<file path="src/rtl/i2c_flag_pkg.sv">
package i2c_flag_pkg;
  localparam int NUM_FLAGS = 7;
  localparam int F_START = 0;
  localparam int F_ADDR  = 1;
  localparam int F_TDC   = 2;
  localparam int F_HDR   = 3;
  localparam int F_STOP  = 4;
  localparam int F_RXF   = 5;
  localparam int F_TXE   = 6;

  localparam int NUM_SEQ = 3;
  localparam int S_CTRL1 = 0;
  localparam int S_STS2  = 1;
  localparam int S_DTWR  = 2;
endpackage

</file>
<file path="src/rtl/i2c_seq_arm.sv">
module i2c_seq_arm (
  input  logic clk_i,
  input  logic rst_ni,
  input  logic arm_i,
  input  logic any_acc_i,
  input  logic qual_i,
  output logic fire_o
);
  logic armed_q;

  // arm wins; any other access consumes or disarms
  always_ff @(posedge clk_i or negedge rst_ni) begin
    if (!rst_ni)        armed_q <= 1'b0;
    else if (arm_i)     armed_q <= 1'b1;
    else if (any_acc_i) armed_q <= 1'b0;
  end

  assign fire_o = armed_q & qual_i & ~arm_i;
endmodule

</file>
<file path="src/rtl/i2c_flag_bit.sv">
module i2c_flag_bit #(
  parameter logic RST_VAL = 1'b0
) (
  input  logic clk_i,
  input  logic rst_ni,
  input  logic set_i,
  input  logic clr_i,
  output logic q_o
);
  always_ff @(posedge clk_i or negedge rst_ni) begin
    if (!rst_ni)     q_o <= RST_VAL;
    else if (set_i)  q_o <= 1'b1;
    else if (clr_i)  q_o <= 1'b0;
  end
endmodule

</file>
<file path="src/rtl/i2c_stat_flags.sv">
module i2c_stat_flags
  import i2c_flag_pkg::*;
#(
  parameter int STS_W = 16
) (
  input  logic                 clk_i,
  input  logic                 rst_ni,
  input  logic                 en_i,
  input  logic                 ack_en_i,
  input  logic                 slave_i,
  input  logic                 tx_first_i,
  input  logic                 ev_start_i,
  input  logic                 ev_addr_i,
  input  logic                 ev_hdr10_i,
  input  logic                 ev_nack_i,
  input  logic                 ev_stop_i,
  input  logic                 ev_startdet_i,
  input  logic                 ev_dt_xfer_i,
  input  logic                 ev_tx_byte_i,
  input  logic                 ev_rx_byte_i,
  input  logic                 ev_arlost_i,
  input  logic                 sts1_rd_i,
  input  logic                 sts2_rd_i,
  input  logic                 ctrl1_wr_i,
  input  logic                 dt_rd_i,
  input  logic                 dt_wr_i,
  output logic [NUM_FLAGS-1:0] flags_o,
  output logic [STS_W-1:0]     sts1_o,
  output logic [STS_W-1:0]     sts2_o
);
  localparam int LOW_W = 8;

  logic                 any_acc;
  logic [NUM_SEQ-1:0]   seq_qual;
  logic [NUM_SEQ-1:0]   seq_fire;
  logic [NUM_FLAGS-1:0] f_set;
  logic [NUM_FLAGS-1:0] f_clr;

  assign any_acc = sts1_rd_i | sts2_rd_i | ctrl1_wr_i | dt_rd_i | dt_wr_i;

  always_comb begin
    seq_qual          = '0;
    seq_qual[S_CTRL1] = ctrl1_wr_i;
    seq_qual[S_STS2]  = sts2_rd_i;
    seq_qual[S_DTWR]  = dt_wr_i;
  end

  for (genvar s = 0; s < NUM_SEQ; s++) begin : g_seq
    i2c_seq_arm u_arm (
      .clk_i    (clk_i),
      .rst_ni   (rst_ni),
      .arm_i    (sts1_rd_i),
      .any_acc_i(any_acc),
      .qual_i   (seq_qual[s]),
      .fire_o   (seq_fire[s])
    );
  end

  always_comb begin
    f_set = '0;
    f_clr = '0;
    f_set[F_START] = ev_start_i;
    f_clr[F_START] = seq_fire[S_DTWR];

    f_set[F_ADDR]  = ev_addr_i & ~ev_nack_i;
    f_clr[F_ADDR]  = seq_fire[S_STS2];

    f_set[F_TDC]   = (ev_rx_byte_i & flags_o[F_RXF]) | (ev_tx_byte_i & flags_o[F_TXE]);
    f_clr[F_TDC]   = dt_rd_i | dt_wr_i | ev_startdet_i | ev_stop_i;

    f_set[F_HDR]   = ev_hdr10_i & ~ev_nack_i;
    f_clr[F_HDR]   = seq_fire[S_CTRL1] | ~en_i;

    f_set[F_STOP]  = ev_stop_i & slave_i & ack_en_i;
    f_clr[F_STOP]  = seq_fire[S_CTRL1];

    f_set[F_RXF]   = ev_rx_byte_i & ~flags_o[F_RXF] & ~ev_arlost_i;
    f_clr[F_RXF]   = dt_rd_i;

    // byte bypasses the buffer when shifter idle or previous byte done
    f_set[F_TXE]   = ev_dt_xfer_i;
    f_clr[F_TXE]   = dt_wr_i & ~tx_first_i & ~flags_o[F_TDC];
  end

  for (genvar i = 0; i < NUM_FLAGS; i++) begin : g_flag
    i2c_flag_bit #(.RST_VAL(i == F_TXE)) u_bit (
      .clk_i (clk_i),
      .rst_ni(rst_ni),
      .set_i (f_set[i]),
      .clr_i (f_clr[i]),
      .q_o   (flags_o[i])
    );
  end

  always_comb begin
    sts1_o = '0;
    sts1_o[LOW_W-1:0] = {flags_o[F_TXE], flags_o[F_RXF], 1'b0, flags_o[F_STOP],
                         flags_o[F_HDR], flags_o[F_TDC], flags_o[F_ADDR], flags_o[F_START]};
    sts2_o = '0;
    sts2_o[0] = ~slave_i;
  end
endmodule

</file>
<file path="config.mk">
export PLATFORM = sky130hd
export DESIGN_NAME = i2c_stat_flags
export DESIGN_NICKNAME = d
export VERILOG_FILES = /design/src/rtl/i2c_flag_pkg.sv /design/src/rtl/i2c_seq_arm.sv /design/src/rtl/i2c_flag_bit.sv /design/src/rtl/i2c_stat_flags.sv
export SDC_FILE = /design/constraint.sdc
export NUM_CORES = 1
export LEC_CHECK = 0
export BUFFER_PORTS_ARGS = -buffer_cell sky130_fd_sc_hd__clkbuf_2
export CAP_MARGIN = 25
export CORE_ASPECT_RATIO = 0.8
export CORE_MARGIN = 2
export CORE_UTILIZATION = 32
export DETAILED_ROUTE_END_ITERATION = 12
export GPL_ROUTABILITY_DRIVEN = 0
export PLACE_DENSITY = 0.82
export SLEW_MARGIN = 20
export SYNTH_ARGS = -nofsm -noshare
export SYNTH_HDL_FRONTEND = slang
export SYNTH_SLANG_ARGS = --single-unit
</file>
<file path="constraint.sdc">
create_clock -name clk_i -period 0.9 [get_ports clk_i]
set_input_delay 0.135 -clock clk_i [delete_from_list [all_inputs] [get_ports clk_i]]
set_output_delay 0.135 -clock clk_i [all_outputs]
set_load 0.01 [all_outputs]
</file>
==> results summary, run 1 <==
In the routed layout, each cell is associated on average with a via count of 3.82. The initial cell density of the core is 0.337. The critical path starts at g_flag[6].u_bit.q_o. The floorplan step defined a core boundary enclosing 0.00186 sq mm. The number of search-and-repair iterations in the first detailed-routing pass is 2. The setup slack at placement came out at -0.107 ns.

The pin count of the biggest net entering global routing is 9. The buffering stage count on the worst path with inverters included is 1. The number of buffers on the longest clock path came out at 2. The post-route non-filler standard cell count is 122. The worst hold slack is 0.0641 ns.

The leftover overflow at the end of global routing came out at 0. The final reports fail on setup timing. On the final layout, the worst clock skew is 0.00584 ns. The number of global-route vias before repair was 413. The number of port buffers came out at 35.

The clock buffer count from CTS is 3. The startpoint identified for the worst register-to-register timing path is g_flag[2].u_bit.q_o. The worst-case setup margin in the final layout is -0.141 ns. The library cells used most frequently in the layout, excluding fill and tap cells, are 31 x sky130_fd_sc_hd__clkbuf_2, 24 x sky130_fd_sc_hd__conb_1, 7 x sky130_fd_sc_hd__dfrtp_1, 7 x sky130_fd_sc_hd__buf_4. The routed via count came out at 466. The worst-path maximum fanout came out at 3. The number of top-level pins is 60.

Setup repair after global routing could not meet its margin everywhere. In this run the number of cells on the critical path is 1. After synthesis the netlist holds a flip-flop and latch count of 8.

The cell count after placement came out at 112. Dividing the detail-routed wire length by the instance count gives 8.92 microns. The first-pass GRT wire length is 1.61 mm.

The number of nets at the end of the flow is 120. Setup violations remaining at the end of the flow were counted as 12. The logic depth of the worst register-to-register path is 2. The clock period minus worst slack is 1.04 ns. In this run the clock root is driven by a sky130_fd_sc_hd__clkbuf_4.

The routed design has 1.09 mm of wire. The count of clock tree sinks came out at 8. The share of the clock period used by the worst path came out at 1.16. The number of synthesis warnings came out at 0. The share of the core filled with cells is 0.406. The signal on the critical path passes through clkbuf_2. The cell family with the largest share of critical-path delay is flip-flops. The data arrival time of the critical path came out at 0.91 ns. The final-report hold violation count is 0. The reported leakage power came out at 0.431 nW. The worst hold path belongs to the class input pin to flip-flop. The HPWL after detailed placement is 972 microns. The storage element area is 201 sq um. The insertion delay to the later sink of the worst-skew pair came out at 0.25 ns.

The area used by multi-input combinational logic came out at 218 sq um. The run finished, with violations left. The async set-or-reset flop fraction in the synthesized netlist is 1.00.

The number of diodes came out at 0. The count of nets left with antenna violations once routing finished came out at 0. The global-route usage over all layers is 0.0968. The largest voltage drop on the vdd net is 0.464 mV. The worst setup path is launched from a flip-flop. The number of placement rows came out at 14. TritonCTS built the clock tree. The initial antenna violation count was 0. CTS built an H-tree with a depth of 1. Relative to the synthesized area, the layout overhead comes to 20.6%. The post-synthesis cell area is 626 sq um. The area of the die came out at 0.00233 sq mm.

For this run, the register share of the synthesized area comes to 0.322. In the final layout, the share of cells above drive strength 1 is 0.480. The width of the die is 53.4 microns. The power per unit of standard cell area came out at 1380 mW/mm^2.

The instance count of the mapped netlist is 65. The most common cell after layout, fill and taps aside is sky130_fd_sc_hd__clkbuf_2. The critical path required time came out at 0.76 ns. The worst hold path begins at ev_start_i.

The number of DRC violations after detailed-routing iteration 0 is 1. The kind of end point of the critical path is an output port. For this run, the leading register cell type out of synthesis is sky130_fd_sc_hd__dfrtp_1.

Each instance of the synthesized netlist takes up on average 9.62 sq um. Among all stages on the critical path, the largest delay is contributed by sky130_fd_sc_hd__dfstp_2. The remaining design rule violation count came out at 0. The count of distinct cell types in the synthesized netlist is 16. The fill cell total of the finished layout came out at 198. The achievable frequency came out at 0.960 GHz. The critical path in this run is classified as flip-flop to output port. The number of enable flip-flop cells after synthesis is 0. The max-slew violation count came to 0. After clock tree synthesis, the clock-pin slew on the worst setup and hold paths is 0.06 ns.

The worst stage delay on the critical path is 0.53 ns. The number of stages on the worst hold path came out at 2. From bottom edge to top edge, the die measures 43.5 microns. The max-cap check violation count is 0.
Yosys cell counts, types with 2 or more instances:
| library cell | number | share of area |
|---|---|---|
| sky130_fd_sc_hd__a21o_1 | 3 | 0.036 |
| sky130_fd_sc_hd__dfrtp_1 | 7 | 0.28 |
| sky130_fd_sc_hd__buf_4 | 38 | 0.46 |
| sky130_fd_sc_hd__nand3b_1 | 3 | 0.036 |
| sky130_fd_sc_hd__inv_1 | 2 | 0.012 |
| sky130_fd_sc_hd__a32o_1 | 2 | 0.032 |
stage by stage:
stage	TNS, ns	instance area (sq um)	total power [mW]
4_1_cts	-0.996	741	1.04
5_1_grt	-1.40	754	1.11
6_report	-0.826	754	1.04
2_1_floorplan	-0.0896	712	0.712
3_5_place_dp	-0.192	654	0.694
3_3_place_gp	-0.0946	654	0.686
layout make-up:
class                      count  share of cell area
inverter                       2             0.00995
multi-input combinational     40               0.289
sequential                     8               0.267
tap                           24              0.0398
clock buffer                   4              0.0348
timing repair buffer          44               0.360
where the power goes:
group	leakage, nW	total [mW]	switching, mW	internal (mW)
registers	0.0899	0.422	0.0258	0.396
logic	0.326	0.328	0.158	0.169
clock network	0.0150	0.295	0.125	0.170
worst paths after layout:
path                       slack [ns]                   to
min in group asynchronous        0.27  g_flag[1].u_bit.q_o
hold reg to reg                  0.50  g_flag[0].u_bit.q_o
setup reg to reg                -0.13  g_flag[2].u_bit.q_o
hold / removal                   0.06  g_flag[0].u_bit.q_o
setup / recovery                -0.14            sts1_o[7]
max in group asynchronous        0.38  g_flag[6].u_bit.q_o
flip-flops by register name (all words and copies together) (netlist names):
register	count
g_flag.u_bit.q_o	7
g_seq.u_arm.armed_q	1
routing by layer:
metal,vias up,track usage,wire [microns]
met5,-,0,0
met4,0,0.0308,0
met3,0,0.0310,110
met2,27,0.190,606
met1,220,0.0929,370
li1,219,-,-
repair_timing:
| action | CTS | global route |
|---|---|---|
| endpoints found under the hold margin | 8 | 0 |
| hold buffers | 1 | 0 |
| resized for setup | 2 | 6 |
| pin swaps | 0 | 3 |
| setup endpoints to repair | 16 | 17 |
| buffers inserted | 5 | 0 |
cells by family after synthesis:
family,Yosys count,share of synthesized area
buffers and inverters,40,0.468
AO/OA/AOI/OAI,8,0.102
multiplexers,1,0.0160
flip-flops,8,0.322
other,1,0.00599
AND/OR/NAND/NOR,7,0.0860
Note: power is estimated with default switching activity, not from simulation.
==> run 2, diff against run 1 <==
--- a/config.mk
+++ b/config.mk
@@ -7,7 +7,7 @@
 export LEC_CHECK = 0
 export BUFFER_PORTS_ARGS = -buffer_cell sky130_fd_sc_hd__clkbuf_2
 export CAP_MARGIN = 25
-export CORE_ASPECT_RATIO = 0.8
+export CORE_ASPECT_RATIO = 1.4
 export CORE_MARGIN = 2
 export CORE_UTILIZATION = 32
 export DETAILED_ROUTE_END_ITERATION = 12
==> results summary, run 2 (synthesis gave the netlist of run 1 again) <==
The count of clock tree sinks is 8 (unchanged). The detailed-route wire length per cell was 10.3 microns (was 8.92 microns). The setup slack at placement came out at -0.0761 ns (was -0.107 ns). The insertion delay to the later sink of the worst-skew pair is 0.25 ns (about the same).

The kind of end point of the critical path is an output port (unchanged). The die boundary height is 56.3 microns (was 43.5 microns). The total non-filler cell area in the finished layout is 762 sq um (was 754 sq um). The clock buffer count from CTS is 3 (unchanged). The sequential cell fraction of total power came to 0.408 (was 0.404). The pin count of the biggest net entering global routing came out at 9 (unchanged). The most common cell after layout, fill and taps aside was sky130_fd_sc_hd__clkbuf_2 (unchanged).

The instance area after placement is 657 sq um (was 654 sq um). The kind of start point of the critical path was a flip-flop (unchanged). The leftover overflow at the end of global routing is 0 (unchanged). The reported leakage power came out at 0.436 nW (was 0.431 nW). Unrepaired setup endpoints after global routing: true (unchanged). The share of the core filled with cells was 0.423 (was 0.406).

The overall power consumption came out at 1.04 mW (about the same). The number of search-and-repair iterations in the first detailed-routing pass is 1 (was 2). The number of global-route vias before repair is 409 (was 413). The share of power burned in the clock network is 0.283 (was 0.282).

The via-per-instance ratio came to 3.92 (was 3.82). The number of buffers on the longest clock path came out at 2 (unchanged). The standard cell core area was 0.00180 sq mm (was 0.00186 sq mm). The width of the die is 41.4 microns (was 53.4 microns).

The CTS tree is done (unchanged). The achievable frequency came out at 0.942 GHz (was 0.960 GHz). The clock period minus worst slack is 1.06 ns (was 1.04 ns). The total setup violations reported at the end of the flow came out at 15 (was 12). The HPWL after detailed placement is 1.03 mm (was 972 microns). The net switching power came out at 311 uW (was 309 uW). The clock-pin slew of the registers on the worst-case setup and hold paths is 0.05 ns (was 0.06 ns).

The buffer type at the clock tree root is sky130_fd_sc_hd__clkbuf_4 (unchanged). Violations in the final reports: setup timing (unchanged). The number of port buffers came out at 35 (unchanged). The number of H-tree levels came out at 1 (unchanged).

Registers with the highest flip-flop counts: g_flag.u_bit.q_o x7, g_seq.u_arm.armed_q x1 (unchanged). The cell family with the largest share of critical-path delay is flip-flops (unchanged). The final routed wirelength across all metal layers is 1.21 mm (was 1.09 mm).

The worst stage delay on the critical path is 0.57 ns (was 0.53 ns). The register containing the most flip-flops in the final layout is g_flag.u_bit.q_o (unchanged). The flip-flop count of the largest register after layout is 7 (unchanged).

The cell count after placement came out at 109 (was 112). The share of the clock period used by the worst path is 1.18 (was 1.16). The data arrival time of the critical path was 0.93 ns (was 0.91 ns). The internal power contribution is 733 uW (was 735 uW). The class of the tightest hold or removal check is input pin to flip-flop (unchanged). The post-detailed-route count of antenna-violating nets is 0 (unchanged). The path type of the worst setup path was flip-flop to output port (unchanged). The largest voltage drop on the vdd net was 0.733 mV (was 0.464 mV). The initial antenna violation count came out at 0 (unchanged).

The worst-case setup margin in the final layout came out at -0.162 ns (was -0.141 ns). The number of nets at the end of the flow is 120 (unchanged). The number of placement rows came out at 18 (was 14). The routed via count was 463 (was 466). The first-pass GRT wire length came out at 1.69 mm (was 1.61 mm).

The area of the die came out at 0.00233 sq mm (about the same). The worst-path maximum fanout is 4 (was 3). The combinational cell fraction of total power came out at 0.309 (was 0.314). The post-route clock skew is 0.00701 ns (was 0.00584 ns). The critical path required time is 0.76 ns (about the same).

Commonest cells after routing, fill and taps aside: 29 x sky130_fd_sc_hd__clkbuf_2, 24 x sky130_fd_sc_hd__conb_1, 7 x sky130_fd_sc_hd__dfrtp_1, 7 x sky130_fd_sc_hd__buf_6, 6 x sky130_fd_sc_hd__buf_4 (was 31 x sky130_fd_sc_hd__clkbuf_2, 24 x sky130_fd_sc_hd__conb_1, 7 x sky130_fd_sc_hd__dfrtp_1, 7 x sky130_fd_sc_hd__buf_4). The post-route non-filler standard cell count is 118 (was 122). The max-cap check violation count is 0 (unchanged). The cell at the slowest stage of the critical path is sky130_fd_sc_hd__dfstp_2 (unchanged). Worst path cell trace: buf_6 (was clkbuf_2).

The fill cell total of the finished layout was 184 (was 198). The number of DRC violations after detailed-routing iteration 0 is 0 (was 1). The buffering stage count on the worst path with inverters included came out at 1 (unchanged).

The final-report hold violation count is 0 (unchanged). The power per unit of standard cell area is 1370 mW/mm^2 (was 1380 mW/mm^2). The number of diodes was 0 (unchanged). The initial cell density of the core was 0.347 (was 0.337).

The summed negative setup slack over all endpoints was -0.882 ns (was -0.826 ns). The share of final-layout standard cells stronger than drive strength 1 is 0.480 (unchanged). The global-route usage over all layers came to 0.108 (was 0.0968). The number of top-level pins is 60 (unchanged).

The post-synthesis to final-layout area growth is 21.8% (was 20.6%). The net switching fraction of the power is 0.298 (was 0.296). The worst hold slack came out at 0.0696 ns (was 0.0641 ns). The remaining design rule violation count came to 0 (unchanged). Status: complete, but fails checks (unchanged).

The max-slew violation count came out at 0 (unchanged).
[run 2: timing repair]
item | 4_1_cts | 5_1_grt
setup buffers | 4 | 0
pin swaps | 0 | 2
hold buffers | 1 | 0
resized for setup | 1 | 12
endpoints found under the hold margin | 8 | 0
gates cloned | 0 | 0
endpoints found under the setup margin | 16 | 17
[run 2: power by group through the flow]
stage | Combinational, mW | Sequential (mW) | Clock, mW
3_5_place_dp | 0.266 | 0.431 | 0
5_1_grt | 0.361 | 0.433 | 0.359
4_1_cts | 0.298 | 0.423 | 0.318
3_3_place_gp | 0.261 | 0.428 | 0
6_report | 0.323 | 0.426 | 0.295
2_1_floorplan | 0.286 | 0.425 | 0
[run 2: area by class of cell]
type,count,area [sq um],area share
clock buffers,4,26.3,0.0345
inverters,2,7.51,0.00985
multi-input cells,40,218,0.286
flip-flops and latches,8,201,0.264
well taps,20,25.0,0.0328
repair buffers,44,284,0.373
[run 2: final timing paths]
| kind | startpoint | endpoint | slack [ns] | depth (start not counted) |
|---|---|---|---|---|
| setup / recovery | g_flag[6].u_bit.q_o | flags_o[6] | -0.16 | 1 |
| hold / removal | ev_dt_xfer_i | g_flag[6].u_bit.q_o | 0.07 | 2 |
| setup reg to reg | g_flag[2].u_bit.q_o | g_flag[2].u_bit.q_o | -0.10 | 2 |
| hold reg to reg | g_flag[4].u_bit.q_o | g_flag[4].u_bit.q_o | 0.53 | 1 |
| max in group asynchronous | rst_ni | g_flag[6].u_bit.q_o | 0.38 | 2 |
| min in group asynchronous | rst_ni | g_flag[4].u_bit.q_o | 0.27 | 2 |
[run 2: metal layers]
layer  global-route usage  routed length, microns
met5                    0                       0
met2                0.181                     646
met3               0.0356                     146
met1                0.118                     419
met4               0.0415                       0
==> run 3, diff against run 2 <==
--- a/config.mk
+++ b/config.mk
@@ -17,3 +17,4 @@
 export SYNTH_ARGS = -nofsm -noshare
 export SYNTH_HDL_FRONTEND = slang
 export SYNTH_SLANG_ARGS = --single-unit
+export TNS_END_PERCENT = 10
==> results summary, run 3 (synthesis gave the netlist of run 1 again) <==
The number of port buffers is 35 (unchanged). The number of stages on the worst hold path is 2 (unchanged). The logic depth of the worst register-to-register path is 2 (unchanged). Status: complete, but fails checks (unchanged).

The number of nets at the end of the flow came to 116 (was 120). The startpoint of the worst-slack reg-to-reg timing path was g_flag[2].u_bit.q_o (unchanged). The path type of the worst setup path is flip-flop to output port (unchanged).

The count of clock tree sinks is 8 (unchanged). Worst path cell trace: buf_6 (unchanged). The total non-filler cell area in the finished layout came out at 706 sq um (was 762 sq um). The largest voltage drop on the vdd net is 0.709 mV (was 0.733 mV). The buffering stage count on the worst path with inverters included is 1 (unchanged). The number of search-and-repair iterations in the first detailed-routing pass is 4 (was 1). The instance area after placement is 657 sq um (unchanged).

The final routed wirelength across all metal layers came out at 1.17 mm (was 1.21 mm). Unrepaired setup endpoints after global routing: true (unchanged). The remaining design rule violation count is 0 (unchanged). The max-slew violation count is 0 (unchanged).

The number of buffers on the longest clock path is 2 (unchanged). The setup slack of the worst register-to-register path is -0.08 ns (was -0.10 ns). The cell count after placement is 109 (unchanged). The share of final-layout standard cells stronger than drive strength 1 is 0.457 (was 0.480).

The post-route non-filler standard cell count is 114 (was 118). The clock buffer count from CTS is 3 (unchanged). The width of the die came out at 41.4 microns (unchanged). The setup slack at placement is -0.0761 ns (unchanged). The clock period minus worst slack came out at 1.06 ns (about the same). The number of DRC violations after detailed-routing iteration 0 came to 7 (was 0). The terminating pin of the worst hold path was g_flag[6].u_bit.q_o (unchanged). The detailed-route wire length per cell was 10.3 microns (about the same).

The pin count of the biggest net entering global routing is 9 (unchanged). The power per unit of standard cell area is 1410 mW/mm^2 (was 1370 mW/mm^2). The CTS tree is done (unchanged). The post-synthesis to final-layout area growth came out at 12.8% (was 21.8%).

The number of global-route vias before repair is 374 (was 409). The number of placement rows is 18 (unchanged). The cell at the slowest stage of the critical path is sky130_fd_sc_hd__dfstp_2 (unchanged).

The number of diodes came out at 0 (unchanged). The final-report hold violation count was 0 (unchanged). The number of H-tree levels came out at 1 (unchanged).

The register containing the most flip-flops in the final layout is g_flag.u_bit.q_o (unchanged). The max-cap check violation count came out at 0 (unchanged). The cell family with the largest share of critical-path delay is flip-flops (unchanged). The initial antenna violation count is 0 (unchanged). The post-CTS setup buffer count came out at 0 (was 4).

The initial cell density of the core is 0.347 (unchanged). The routed via count is 449 (was 463). The most common cell after layout, fill and taps aside was sky130_fd_sc_hd__clkbuf_2 (unchanged).

The reported leakage power came out at 0.409 nW (was 0.436 nW). The HPWL after detailed placement is 1.03 mm (unchanged). The worst-case setup margin in the final layout came out at -0.156 ns (was -0.162 ns). Violations in the final reports: setup timing (unchanged).

The post-route clock skew came out at 0.00718 ns (was 0.00701 ns). The insertion delay to the later sink of the worst-skew pair came out at 0.25 ns (about the same). The worst hold slack came out at 0.0694 ns (was 0.0696 ns).

The achievable frequency came to 0.947 GHz (was 0.942 GHz). Commonest cells after routing, fill and taps aside: 31 x sky130_fd_sc_hd__clkbuf_2, 24 x sky130_fd_sc_hd__conb_1, 7 x sky130_fd_sc_hd__dfrtp_1 (was 29 x sky130_fd_sc_hd__clkbuf_2, 24 x sky130_fd_sc_hd__conb_1, 7 x sky130_fd_sc_hd__dfrtp_1, 7 x sky130_fd_sc_hd__buf_6, 6 x sky130_fd_sc_hd__buf_4). Registers with the highest flip-flop counts: g_flag.u_bit.q_o x7, g_seq.u_arm.armed_q x1 (unchanged). The area of the die is 0.00233 sq mm (unchanged). The die boundary height was 56.3 microns (unchanged). The clock-pin slew of the registers on the worst-case setup and hold paths came to 0.05 ns (about the same). The worst flop-to-flop path endpoint is g_flag[2].u_bit.q_o (unchanged). The post-detailed-route count of antenna-violating nets is 0 (unchanged). The kind of start point of the critical path is a flip-flop (unchanged). The startpoint of the lowest-slack hold path was ev_dt_xfer_i (unchanged). The class of the tightest hold or removal check is input pin to flip-flop (unchanged). The fill cell total of the finished layout is 192 (was 184).

The standard cell core area is 0.00180 sq mm (unchanged). The flip-flop count of the largest register after layout came to 7 (unchanged). The kind of end point of the critical path is an output port (unchanged). The buffer type at the clock tree root is sky130_fd_sc_hd__clkbuf_4 (unchanged). The total setup violations reported at the end of the flow is 16 (was 15). The worst stage delay on the critical path came out at 0.57 ns (about the same). The via-per-instance ratio came to 3.94 (was 3.92). The worst-path maximum fanout is 4 (unchanged). The leftover overflow at the end of global routing came to 0 (unchanged). The global-route usage over all layers is 0.105 (was 0.108).

The first-pass GRT wire length came out at 1.63 mm (was 1.69 mm). The number of top-level pins is 60 (unchanged). The critical path required time came out at 0.76 ns (about the same). The data arrival time of the critical path came out at 0.92 ns (was 0.93 ns). The overall power consumption is 995 uW (was 1.04 mW). The share of the clock period used by the worst path is 1.17 (was 1.18).
-- run 3: changes by cell type in the layout (fill, tap and decap cells not counted), sizes merged --
| cell | delta |
|---|---|
| buf | -6 |
| clkbuf | +2 |
-- run 3: what timing repair did --
| action | 4_1_cts | 5_1_grt |
|---|---|---|
| gates resized for setup | 0 | 6 |
| hold endpoints to repair | 8 | 0 |
| endpoints found under the setup margin | 16 | 17 |
| pin swaps | 0 | 2 |
| hold buffers | 1 | 0 |
-- run 3: metal layers --
metal / GRT usage / up-vias / wire length [microns]
li1: - / 210 / -
met1: 0.118 / 201 / 414
met2: 0.172 / 38 / 609
met3: 0.0356 / 0 / 148
met4: 0.0415 / 0 / 0
met5: 0 / - / 0
-- run 3: how the worst max path moves through the flow --
stage	cells after the start	endpoint	startpoint
5_1_grt	1	sts1_o[7]	g_flag[6].u_bit.q_o
3_3_place_gp	2	g_flag[2].u_bit.q_o	g_flag[2].u_bit.q_o
4_1_cts	1	sts1_o[7]	g_flag[6].u_bit.q_o
2_1_floorplan	2	g_flag[2].u_bit.q_o	g_flag[2].u_bit.q_o
3_5_place_dp	2	g_flag[2].u_bit.q_o	g_flag[2].u_bit.q_o
6_report	1	sts1_o[7]	g_flag[6].u_bit.q_o
-- run 3: layout make-up --
type / count / area, sq um / area share
Sequential cell: 8 / 201 / 0.285
Inverter: 2 / 7.51 / 0.0106
Tap cell: 20 / 25.0 / 0.0355
Multi-Input combinational cell: 40 / 218 / 0.309
Timing Repair Buffer: 40 / 228 / 0.323
Clock buffer: 4 / 26.3 / 0.0372
-- run 3: power by group --
group          total, mW  internal [mW]  switching, mW
Combinational      0.274          0.127          0.147
Sequential         0.425          0.396         0.0293
Clock              0.296          0.170          0.126
Total              0.995          0.693          0.302
-- run 3: per-stage QoR --
step           TNS [ns]  utilization
3_3_place_gp    -0.0930        0.365
6_report         -0.911        0.392
3_5_place_dp     -0.135        0.365
2_1_floorplan   -0.0896            -
5_1_grt           -1.84        0.392
4_1_cts           -1.18        0.385
